File: config.mk
export PLATFORM = sky130hd
export DESIGN_NAME = desc_chain_dma
export DESIGN_NICKNAME = d
export VERILOG_FILES = /design/src/rtl/desc_chain_dma.sv
export SDC_FILE = /design/constraint.sdc
export NUM_CORES = 1
export LEC_CHECK = 0
export ABC_AREA = 1
export BUFFER_PORTS_ARGS = -buffer_cell sky130_fd_sc_hd__buf_2
export CAP_MARGIN = 20
export CORE_MARGIN = 2
export CORE_UTILIZATION = 35
export CTS_BUF_LIST = sky130_fd_sc_hd__clkbuf_2 sky130_fd_sc_hd__clkbuf_4 sky130_fd_sc_hd__clkbuf_8
export DETAILED_ROUTE_END_ITERATION = 10
export GPL_TIMING_DRIVEN = 1
export HOLD_SLACK_MARGIN = 0.15
export PLACE_DENSITY = 0.67
export SLEW_MARGIN = 20
export SYNTH_ARGS = -nofsm -noshare
export SYNTH_HDL_FRONTEND = slang
export SYNTH_SLANG_ARGS = --single-unit
export TNS_END_PERCENT = 10
File: constraint.sdc
create_clock -name clk -period 2.8 [get_ports clk]
set_input_delay 0.28 -clock clk [delete_from_list [all_inputs] [get_ports clk]]
set_output_delay 0.28 -clock clk [all_outputs]
set_load 0.01 [all_outputs]
File: src/rtl/desc_chain_dma.sv
module desc_chain_dma #(
  parameter int DW        = 32,
  parameter int LEN_W     = 16,
  parameter int POLL_WAIT = 16
) (
  input  logic             clk,
  input  logic             rst_n,
  input  logic             reg_wr,
  input  logic [1:0]       reg_addr,
  input  logic [DW-1:0]    reg_wdata,
  output logic [DW-1:0]    reg_rdata,
  output logic             irq,
  output logic             mem_req,
  output logic             mem_we,
  output logic [DW-1:0]    mem_addr,
  output logic [DW-1:0]    mem_wdata,
  input  logic [DW-1:0]    mem_rdata,
  input  logic             mem_ack,
  output logic             fe_start,
  output logic [DW-1:0]    fe_buf,
  output logic [LEN_W-1:0] fe_len,
  input  logic             fe_done,
  input  logic [DW-1:0]    fe_status
);
  localparam int CW = $clog2(POLL_WAIT + 1);
  localparam int OWN = 0, FOLLOW = 1, REPOLL = 2;

  typedef enum logic [3:0] {S_IDLE, S_RD_CTL, S_RD_NXT, S_RD_BUF, S_GO, S_XFER,
                            S_WB_ST, S_WB_CTL, S_GAP} st_t;
  st_t st;

  logic [DW-1:0] head, cur, ctl, nptr, bufp, stw;
  logic [2:0]    en, ist, ev, clr;
  logic [CW-1:0] gap;
  logic          first;

  wire busy   = st != S_IDLE;
  wire wr_go  = reg_wr && reg_addr == 2'd1 && reg_wdata[0] && !busy;
  wire ctl_ok = st == S_RD_CTL && mem_ack;
  wire owned  = mem_rdata[OWN];
  wire fin    = st == S_WB_CTL && mem_ack;

  assign ev[0] = fin;
  assign ev[1] = ctl_ok && !owned && !first;
  assign ev[2] = (fin && !ctl[FOLLOW]) || (ctl_ok && !owned && (first || !ctl[REPOLL]));
  assign clr   = (reg_wr && reg_addr == 2'd3) ? reg_wdata[2:0] : 3'b000;

  always_ff @(posedge clk or negedge rst_n) begin
    if (!rst_n) begin
      st <= S_IDLE; head <= '0; cur <= '0; ctl <= '0; nptr <= '0; bufp <= '0;
      stw <= '0; en <= '0; ist <= '0; gap <= '0; first <= 1'b0;
    end else begin
      ist <= (ist & ~clr) | ev;
      if (reg_wr && reg_addr == 2'd2) en <= reg_wdata[2:0];
      if (reg_wr && reg_addr == 2'd0 && !busy) head <= reg_wdata;
      unique case (st)
        S_IDLE: if (wr_go) begin cur <= head; first <= 1'b1; st <= S_RD_CTL; end
        S_RD_CTL: if (mem_ack) begin
          if (owned) begin ctl <= mem_rdata; first <= 1'b0; st <= S_RD_NXT; end
          else if (!first && ctl[REPOLL]) begin gap <= '0; st <= S_GAP; end
          else st <= S_IDLE;
        end
        S_RD_NXT: if (mem_ack) begin nptr <= mem_rdata; st <= S_RD_BUF; end
        S_RD_BUF: if (mem_ack) begin bufp <= mem_rdata; st <= S_GO; end
        S_GO:     st <= S_XFER;
        S_XFER:   if (fe_done) begin stw <= fe_status; st <= S_WB_ST; end
        S_WB_ST:  if (mem_ack) st <= S_WB_CTL;
        S_WB_CTL: if (mem_ack) begin
          if (ctl[FOLLOW]) begin cur <= nptr; st <= S_RD_CTL; end
          else st <= S_IDLE;
        end
        S_GAP: if (gap == CW'(POLL_WAIT - 1)) st <= S_RD_CTL; else gap <= gap + 1'b1;
        default: st <= S_IDLE;
      endcase
    end
  end

  logic [1:0] woff;
  always_comb begin
    unique case (st)
      S_RD_NXT: woff = 2'd1;
      S_RD_BUF: woff = 2'd2;
      S_WB_ST:  woff = 2'd3;
      default:  woff = 2'd0;
    endcase
  end

  assign mem_req   = st inside {S_RD_CTL, S_RD_NXT, S_RD_BUF, S_WB_ST, S_WB_CTL};
  assign mem_we    = st inside {S_WB_ST, S_WB_CTL};
  assign mem_addr  = cur + {{(DW-4){1'b0}}, woff, 2'b00};
  assign mem_wdata = st == S_WB_ST ? stw : (ctl & ~(DW'(1) << OWN));
  assign fe_start  = st == S_GO;
  assign fe_buf    = bufp;
  assign fe_len    = ctl[DW-1 -: LEN_W];
  assign irq       = |(ist & en);

  always_comb begin
    unique case (reg_addr)
      2'd0:    reg_rdata = head;
      2'd1:    reg_rdata = {{(DW-1){1'b0}}, busy};
      2'd2:    reg_rdata = {{(DW-3){1'b0}}, en};
      default: reg_rdata = {{(DW-3){1'b0}}, ist};
    endcase
  end
endmodule

==> results_dict.tcl, run 1 <==
set metrics [dict create \
    outcome "finished, violations left" \
    violations "setup timing" \
    place_congestion 0.883 \
    hold_slack_ns 0.212 \
    post-route-period-util_pct 101 \
    fin_area_um2 13600 \
    synth_xor_area_share_pct 1.75 \
    p_leak_nw 7.02 \
    synthSimpleGateAreaFrac_pct 21.4 \
    use_met3_pct 4.09 \
    finalPower_mw 14.0 \
    track_usage_pct 19.9 \
    routed_via_density 4.71 \
    multi_input_area_um2 4160 \
    arrival_ns 2.54 \
    clk_latency_ns 0.53 \
    drcViolationCount 0 \
    cts_buffers 38 \
    busiest_layer "met2" \
    wl_um 30400 \
    utilization_pct 48.7 \
    firstDrtPassIters 5 \
    io_buffers 250 \
    avgRoutedWirePerCell_um 15.8 \
    path_class "flop to primary output" \
    via_count 9064 \
    cts.path.max_buffers 3 \
    grt_util_met2_pct 31.7 \
    synth_compound_area_share_pct 9.14 \
    postPlaceCellArea_um2 11500 \
    dpl.hpwl_um 20600 \
    hold_path_class "input port to flop" \
    r2r-start "st[1]$_DFFE_PN0P_" \
    maxSlewHeadroom_pct 53.7 \
    crit_required_ns 2.52 \
    p_sw_share_pct 39.0 \
    cts.sinks 207 \
    fill_cells 2657 \
    setup_viol 4 \
    tightest_slew_ns 0.695 \
    power.internal_mw 8.56 \
    synthAdderAreaFrac_pct 0.701 \
    synth_top_family_by_area "simple AND/OR/NAND/NOR gates" \
    root_buffer "clkbuf_8" \
    globalRouteMet1Util_pct 27.1 \
    cp-start-kind "flop" \
    drtIter0Drc 538 \
    synth_seq_cells 207 \
    cts_tree "yes" \
    hold_viol 0 \
    finClkSkew_ns 0.0247 \
    p_per_area_nw_per_um2 1030 \
    synth_seq_area_share_pct 51.8 \
    post-route-min-period_ns 2.82 \
    core_um2 27900 \
    cap_violations 0 \
    die_h_um 173 \
    yosysUniqueCellTypes 33 \
    p_sw_mw 5.47 \
    die_area_um2 29900 \
    avgSynthCellArea_um2 8.55 \
    setup_slack_ns -0.0225 \
    power_frac_seq_pct 38.6 \
    ys_warn_count 0 \
    antenna_found_initial 0 \
    grt_start_max_net_pins 85 \
    htreeDepth 2 \
    postRouteAntennaNets 0 \
    syn_to_final_growth_pct 36.0 \
    syn_inst 1169 \
    critPathMaxFanout 4 \
    p_clk_share_pct 22.8 \
    initial_utilization_pct 35.8 \
    first_global_vias 8898 \
    peakVddDrop_v 0.000540 \
    syn-cell-area_um2 9990 \
    finalNetCount 1625 \
    syn_nets 1277 \
    holdCritStartpoint "reg_addr[1]" \
    synthMuxAreaShare_pct 7.21 \
    rsz0062_at_grt "true" \
    layout-drive-gt1-share_pct 27.4 \
    critPathLaunch "st[2]$_DFFE_PN0P_" \
    dieWidth_um 173 \
    ios 251 \
    combPwrFrac_pct 38.6 \
    finalMaxSlewViolations 0 \
    clk_pin_slew_worst_paths_ns 0.06 \
    grt_pass1_wl_um 47900 \
    diodes 0 \
    cp-end-kind "primary output" \
    seqCellArea_um2 5180 \
    grt_overflow 0 \
    max_freq_mhz 354 \
    rows 61 \
]
[worst max-delay path, stage by stage, from the launching register on]
cell and delay [ns]:
dfrtp_2 0.44, inv_2 0.09, nor2_4 0.05, nand2_4 0.06, nand2_2 0.07, ha_4 0.17
fa_2 0.39, nand2_4 0.11, nor2_4 0.04, nand2_2 0.10, buf_6 0.13, nor2_4 0.04
nand2_1 0.07, nand2_1 0.05, nand2_1 0.06, buf_2 0.12
[final timing paths]
check	end	slack, ns	cells after the start
min	en[0]$_DFFE_PN0P_	0.21	3
min in group asynchronous	stw[7]$_DFFE_PN0P_	0.36	2
max in group asynchronous	cur[23]$_DFFE_PN0P_	1.62	3
min reg2reg	gap[3]$_DFFE_PN0P_	0.48	2
max	mem_addr[28]	-0.02	15
max reg2reg	cur[2]$_DFFE_PN0P_	0.69	10
[layout by cell type, fill, tap and decap left out, drive strengths merged]
cell type,n
xnor2,7
clkbuf,64
nand4,6
clkinvlp,1
nor3b,1
o2111ai,1
mux2,60
buf,274
a21oi,4
nand3b,8
nand2,388
inv,103
nand3,32
o211ai,4
o41ai,1
dlygate4sd3,99
ha,4
clkinv,6
xor2,13
dfrtp,207
fa,1
o21ai,169
nor2,92
nor3,1
bufinv,1
[final cells by class]
class / count / share of cell area, %
flip-flops and latches: 207 / 38.1
well taps: 378 / 3.48
repair buffers: 374 / 18.6
clock buffers: 63 / 5.87
clock inverters: 7 / 0.460
multi-input cells: 792 / 30.6
inverters: 104 / 2.89
[metrics by stage]
| stage | worst slack [ns] | cells | setup TNS, ns |
|---|---|---|---|
| floorplan | 0.230 | 1169 | 0 |
| global placement | 0.218 | 1743 | 0 |
| detailed placement | 0.0815 | 1743 | 0 |
| CTS | -0.0742 | 1918 | -0.288 |
| global route | -0.157 | 1925 | -2.03 |
| finish | -0.0225 | 1925 | -0.0444 |
[repair_timing]
action,CTS,global route
gates resized for setup,27,12
pin swaps,7,8
setup buffers,6,6
hold buffers,99,0
endpoints found under the hold margin,248,0
setup endpoints to repair,24,22
[metal layers]
metal	up-vias	routed length (µm)	part of all wire (%)
li1	4390	-	-
met1	4326	13800	45
met2	285	14100	46
met3	63	1700	5.6
met4	0	787	2.6
met5	-	0	0
[power by group through the flow]
stage	combinational [mW]	sequential [mW]	clock, mW
after CTS	5.36	5.38	3.28
after detailed placement	5.13	5.41	0
after floorplan	3.45	5.23	0
final	5.42	5.41	3.20
after global routing	6.07	5.58	3.41
after global placement	5.03	5.37	0
[synthesized netlist by cell type]
| cell | n | area (µm²) |
|---|---|---|
| ha_1 | 4 | 50.1 |
| buf_2 | 11 | 55.1 |
| buf_4 | 25 | 188 |
| inv_1 | 99 | 372 |
| nand4_1 | 6 | 37.5 |
| nand3_2 | 4 | 40.0 |
| a21oi_1 | 4 | 20.0 |
| inv_4 | 1 | 6.26 |
| nand2_1 | 385 | 1450 |
| nand2_4 | 1 | 11.3 |
| nor2_4 | 4 | 45.0 |
| xnor2_1 | 7 | 61.3 |
| o21ai_0 | 151 | 756 |
| nand3_1 | 28 | 140 |
| nand2_2 | 2 | 12.5 |
| o41ai_1 | 1 | 8.76 |
| buf_6 | 6 | 67.6 |
| nand3b_1 | 8 | 60.1 |
| nor3_1 | 1 | 5.00 |
| nor2_2 | 3 | 18.8 |
| xor2_1 | 13 | 114 |
| mux2_2 | 20 | 225 |
| clkbuf_1 | 24 | 90.1 |
| nor3b_1 | 1 | 7.51 |
| o211ai_1 | 4 | 30.0 |
| o21ai_1 | 18 | 90.1 |
| inv_2 | 4 | 15.0 |
| nor2_1 | 85 | 319 |
| fa_1 | 1 | 20.0 |
| mux2_4 | 12 | 180 |
| dfrtp_1 | 207 | 5180 |
| o2111ai_1 | 1 | 8.76 |
| mux2_1 | 28 | 315 |
[flip-flops by register name, indices dropped and copies added, names as in the netlist]
name    count
nptr       32
head       32
cur        32
gap         5
first       1
en          3
ist         3
stw        32
fe_buf     32
ctl        31
st          4
[cells by family (layout without fill, tap and decap cells)]
logic type / count (synthesis) / count (layout)
simple gates: 528 / 528
flops: 207 / 207
xor+xnor: 20 / 20
fa+ha+maj: 5 / 5
mux: 60 / 60
buf+inv: 170 / 548
compound gates: 179 / 179
No activity file was read; power rests on OpenSTA's default activity.
==> run 2, diff against run 1 <==
- ABC_AREA: 1 -> 0
- PLACE_DENSITY: 0.67 -> 0.68
==> results_dict.tcl, run 2 <==
set metrics [dict create \
    tightest_slew_ns 0.748 \
    seqCellArea_um2 5180 \
    synthArstFlopShare_pct 100 \
    max_freq_mhz 348 \
    layout-drive-gt1-share_pct 50.1 \
    reg2reg_depth 6 \
    max_stage_delay_ns 0.40 \
    grt_start_max_net_pins 92 \
    rows 60 \
    yosysUniqueCellTypes 47 \
    preCtsSetupSlack_ns 0.0000262 \
    r2r-end "gap[4]$_DFFE_PN0P_" \
    dieWidth_um 169 \
    rrSetupSlack_ns 0.58 \
    hold_path_class "input port to flop" \
    r2r-start "st[0]$_DFFE_PN0P_" \
    yosys.area.top_type "dfrtp_1" \
    mostFrequentLayoutCells "buf_2 (249), dfrtp_1 (207), mux2_2 (193)" \
    synth_most_common_cell "dfrtp_1" \
    dpl.hpwl_um 18700 \
    hold_viol 0 \
    crit_chain "xnor2_1 > nor3b_2 > buf_4 > fa_2 > and3_4 > nand4_1 > buf_6 > nor4_4 > xor2_1 > buf_2" \
    die_area_um2 28500 \
    final.setup.tns_ns -0.435 \
    finClkSkew_ns 0.0175 \
    first_global_vias 7474 \
    synth_seq_area_share_pct 54.5 \
    fill_cells 2353 \
    synth_seq_cells 207 \
    routed_via_density 4.93 \
    fin_cells 1483 \
    outcome "finished, violations left" \
    finalMaxSlewViolations 0 \
    synthSimpleGateAreaFrac_pct 10.8 \
    synth_edf_count 0 \
    avgSynthCellArea_um2 12.6 \
    post-route-min-period_ns 2.87 \
    synth_top_area_share_pct 54.5 \
    syn_to_final_growth_pct 38.5 \
    initial_utilization_pct 35.5 \
    p_per_area_nw_per_um2 1060 \
    clk_latency_ns 0.52 \
    post-route-period-util_pct 103 \
    synthTopCellsByCount "dfrtp_1 (207), mux2_2 (193), nor2_1 (42)" \
    io_buffers 250 \
    die_h_um 169 \
    drcViolationCount 0 \
    crit_required_ns 2.52 \
    place_congestion 0.858 \
    cp-start-kind "flop" \
    grt_overflow 0 \
    cts_tree "yes" \
    root_buffer "clkbuf_8" \
    syn_nets 865 \
    ios 251 \
    firstDrtPassIters 4 \
    final_common_cell "buf_2" \
    synth_xor_area_share_pct 2.86 \
    maxSlewHeadroom_pct 50.1 \
    synthMuxAreaShare_pct 23.6 \
    multi_input_area_um2 4190 \
    peakVddDrop_v 0.000528 \
    slowest_stage "dfrtp_1" \
    synth_top_family_by_area "multiplexers" \
    core_um2 26800 \
    htreeDepth 2 \
    wl_um 27700 \
    placed_cells 1311 \
    whs_path_depth 3 \
    worstHoldEndpoint "ist[1]$_DFF_PN0_" \
    avgRoutedWirePerCell_um 18.7 \
    clk_pin_slew_worst_paths_ns 0.05 \
    cap_violations 0 \
    violations "setup timing" \
    path_class "flop to primary output" \
    grt_pass1_wl_um 42500 \
    p_leak_nw 6.23 \
    syn_inst 757 \
    ys_warn_count 0 \
    arrival_ns 2.59 \
    setup_slack_ns -0.0703 \
    track_usage_pct 19.2 \
    cts_buffers 37 \
    synthAdderAreaFrac_pct 0.737 \
    cts.sinks 207 \
    antenna_found_initial 1 \
    postRouteAntennaNets 0 \
    setup_viol 12 \
    drtIter0Drc 336 \
    hold_slack_ns 0.190 \
    yosys_most_used_dff "dfrtp_1" \
    syn-cell-area_um2 9510 \
    rsz0062_at_grt "true" \
    via_count 7312 \
    cts.path.max_buffers 3 \
    holdCritStartpoint "mem_ack" \
    finalNetCount 1223 \
    synth_area_leaders "dfrtp_1 (54%), mux2_2 (23%), o22ai_1 (2.2%), and2_1 (2.0%), nor3_1 (2.0%)" \
    utilization_pct 49.1 \
    cp-end-kind "primary output" \
    synth_compound_area_share_pct 3.76 \
    critPathMaxFanout 6 \
]
-- run 2: final cells by class --
cell class,instances,share of cell area (%)
repair buffers,379,19.1
flip-flops and latches,207,39.3
well taps,341,3.24
clock inverters,6,0.456
clock buffers,59,5.74
diodes,1,0.0190
multi-input cells,482,31.8
inverters,8,0.228
-- run 2: where the power goes --
| group | internal (mW) | leakage (nW) | switching, mW | total [mW] |
|---|---|---|---|---|
| registers | 4.46 | 2.50 | 1.13 | 5.59 |
| clock network | 1.80 | 0.427 | 1.24 | 3.04 |
| logic | 2.88 | 3.31 | 2.46 | 5.34 |
-- run 2: what timing repair did --
action	in CTS	in global routing
hold buffers	97	0
resized for setup	31	5
setup buffers	7	2
setup endpoints to repair	26	54
pin swaps	17	4
hold endpoints to repair	252	0
-- run 2: how the worst max path moves through the flow --
| stage | from | end | cells after the start |
|---|---|---|---|
| final | st[0]$_DFFE_PN0P_ | mem_addr[28] | 10 |
| after global routing | st[0]$_DFFE_PN0P_ | mem_addr[30] | 10 |
| after CTS | st[2]$_DFFE_PN0P_ | mem_addr[29] | 9 |
| after detailed placement | st[0]$_DFFE_PN0P_ | mem_addr[28] | 8 |
| after global placement | st[0]$_DFFE_PN0P_ | mem_addr[17] | 9 |
| after floorplan | st[2]$_DFFE_PN0P_ | mem_addr[29] | 9 |
-- run 2: critical path, delay by kind of cell (launching register included) --
| family | cells | cell delay (ns) |
|---|---|---|
| XOR/XNOR | 2 | 0.32 |
| adder cells (fa/ha/maj) | 1 | 0.21 |
| buffers and inverters | 3 | 0.49 |
| flip-flops | 1 | 0.40 |
| AND/OR/NAND/NOR | 4 | 0.65 |
-- run 2: cells by family (layout without fill, tap and decap cells) --
kind of cell,count (synthesis),after routing
fa+ha+maj,5,5
compound gates,54,54
mux,198,198
xor+xnor,31,31
other cells,0,1
simple gates,194,194
buf+inv,68,452
flops,207,207
-- run 2: metrics by stage --
| step | instance area (µm²) | power (mW) |
|---|---|---|
| finish | 13200 | 14.0 |
| global route | 13200 | 14.9 |
| CTS | 13100 | 14.0 |
| detailed placement | 11100 | 10.6 |
| global placement | 11100 | 10.5 |
| floorplan | 9510 | 8.72 |
-- run 2: per-layer routing --
layer	GRT usage (%)	part of all wire, %	up-vias
li1	-	-	3394
met1	25.7	45	3658
met2	31.1	48	210
met3	4.07	5.0	50
met4	6.15	2.3	0
met5	0	0	-
==> run 3, diff against run 2 <==
- CORE_UTILIZATION: 35 -> 55
- PLACE_DENSITY: 0.68 -> 0.94
==> results_dict.tcl, run 3 (same netlist as run 2, synthesis figures left out) <==
set metrics [dict create \
    dpl.hpwl_um 18200 \
    post-route-period-util_pct 104 \
    dieWidth_um 135 \
    reg2reg_depth 4 \
    slowest_stage "dfrtp_1" \
    multi_input_area_um2 4180 \
    power_frac_seq_pct 40.5 \
    setup_slack_ns -0.118 \
    layout-drive-gt1-share_pct 49.7 \
    drcViolationCount 0 \
    holdCritStartpoint "mem_ack" \
    globalRouteMet1Util_pct 40.1 \
    cp-end-kind "primary output" \
    rsz0062_at_grt "true" \
    rows 48 \
    use_met3_pct 6.51 \
    seqCellArea_um2 5180 \
    max_freq_mhz 343 \
    grt_util_met2_pct 57.9 \
    hold_path_class "input port to flop" \
    clk_pin_slew_worst_paths_ns 0.07 \
    via_count 7853 \
    p_sw_share_pct 36.5 \
    routed_via_density 5.77 \
    track_usage_pct 33.3 \
    syn_to_final_growth_pct 36.1 \
    post-route-min-period_ns 2.92 \
    htreeDepth 2 \
    hold_viol 0 \
    path_class "flop to primary output" \
    crit_required_ns 2.52 \
    finClkSkew_ns 0.0212 \
    antenna_found_initial 1 \
    r2r-start "st[2]$_DFFE_PN0P_" \
    cts_buffers 34 \
    cap_violations 0 \
    combPwrFrac_pct 38.8 \
    avgRoutedWirePerCell_um 22.5 \
    p_per_area_nw_per_um2 1100 \
    utilization_pct 75.6 \
    root_buffer "clkbuf_8" \
    final_common_cell "buf_2" \
    firstDrtPassIters 5 \
    fin_cells 1361 \
    power.internal_mw 9.01 \
    cts_tree "yes" \
    outcome "finished, violations left" \
    die_area_um2 18400 \
    tightest_slew_ns 0.963 \
    initial_utilization_pct 55.5 \
    cp-start-kind "flop" \
    placed_cells 1194 \
    whs_path_depth 3 \
    cts.path.max_buffers 3 \
    place_congestion 0.877 \
    io_buffers 250 \
    first_global_vias 8226 \
    wl_um 30600 \
    postRouteAntennaNets 0 \
    p_sw_mw 5.18 \
    violations "setup timing" \
    cts.sinks 207 \
    rrSetupSlack_ns 0.12 \
    p_leak_nw 6.21 \
    mostFrequentLayoutCells "buf_2 (249), dfrtp_1 (207), mux2_2 (193)" \
    critPathMaxFanout 6 \
    path_buf_inv 3 \
    arrival_ns 2.64 \
    maxSlewHeadroom_pct 35.7 \
    worstHoldEndpoint "ist[1]$_DFF_PN0_" \
    grt_pass1_wl_um 46000 \
    crit_chain "xnor2_2 > nor3b_2 > buf_4 > fa_2 > and3_4 > nand4_1 > buf_6 > nor4_4 > xor2_1 > buf_2" \
    grt_start_max_net_pins 86 \
    max_stage_delay_ns 0.41 \
    fill_cells 1000 \
    busiest_layer "met2" \
    clk_latency_ns 0.52 \
    ios 251 \
    r2r-end "stw[16]$_DFFE_PN0P_" \
    finalMaxSlewViolations 0 \
    setup_viol 12 \
    drtIter0Drc 715 \
    grt_overflow 0 \
    die_h_um 135 \
    p_clk_share_pct 20.7 \
    preCtsSetupSlack_ns 0.170 \
    core_um2 17100 \
    finalNetCount 1219 \
    peakVddDrop_v 0.000664 \
    cp_top_family "simple AND/OR/NAND/NOR gates" \
]
## run 3: cell count changes in the layout (fill, tap and decap cells not counted), sizes merged
cell | before | now
clkbuf | 59 | 58
clkinv | 3 | 2
clkinvlp | 2 | 0
buf | 282 | 280
## run 3: layout make-up
cell class	count	area share, %
Inverter	8	0.232
Timing Repair Buffer	378	19.4
Sequential cell	207	40.0
Clock inverter	3	0.309
Antenna cell	1	0.0193
Tap cell	225	2.18
Clock buffer	57	5.53
Multi-Input combinational cell	482	32.3
## run 3: worst max path at each step
stage               depth (start not counted)         startpoint  slack [ns]           end
floorplan                                   9  st[2]$_DFFE_PN0P_        0.29  mem_addr[29]
global placement                            8  st[0]$_DFFE_PN0P_        0.26  mem_addr[30]
detailed placement                          8  st[2]$_DFFE_PN0P_        0.17  mem_addr[27]
CTS                                         8  st[2]$_DFFE_PN0P_       -0.09  mem_addr[27]
global route                               10  st[0]$_DFFE_PN0P_       -0.25  mem_addr[28]
finish                                     10  st[2]$_DFFE_PN0P_       -0.12  mem_addr[28]
## run 3: worst register-to-register path, cell delays in order, from the launching register on
cell	delay, ns
dfrtp_1	0.40
buf_4	0.21
nor2b_1	0.46
nand3_2	0.86
mux2_2	0.63
## run 3: power by group through the flow
| stage | registers [mW] | clock network [mW] | logic (mW) |
|---|---|---|---|
| floorplan | 5.32 | 0 | 3.39 |
| global placement | 5.50 | 0 | 4.82 |
| detailed placement | 5.61 | 0 | 5.03 |
| CTS | 5.59 | 2.91 | 5.29 |
| global route | 5.86 | 3.10 | 5.90 |
| finish | 5.75 | 2.94 | 5.51 |
## run 3: repair_timing
item	in CTS	in global routing
hold endpoints to repair	246	0
setup endpoints to repair	23	54
hold buffers	97	0
resized for setup	27	8
pin swaps	11	6
buffers inserted	6	3
## run 3: layer usage
| layer | part of all wire, % | wire [µm] |
|---|---|---|
| met1 | 38 | 11600 |
| met2 | 51 | 15700 |
| met3 | 6.4 | 1950 |
| met4 | 4.5 | 1390 |
| met5 | 0 | 0 |
## run 3: metrics by stage
step	total power [mW]	hold slack [ns]	cell area, µm²	TNS (ns)
after global placement	10.3	0.376	10900	0
after detailed placement	10.6	0.388	10900	0
after global routing	14.9	0.189	12900	-2.74
after floorplan	8.72	-0.0156	9510	0
final	14.2	0.175	12900	-0.807
after CTS	13.8	0.150	12900	-0.573
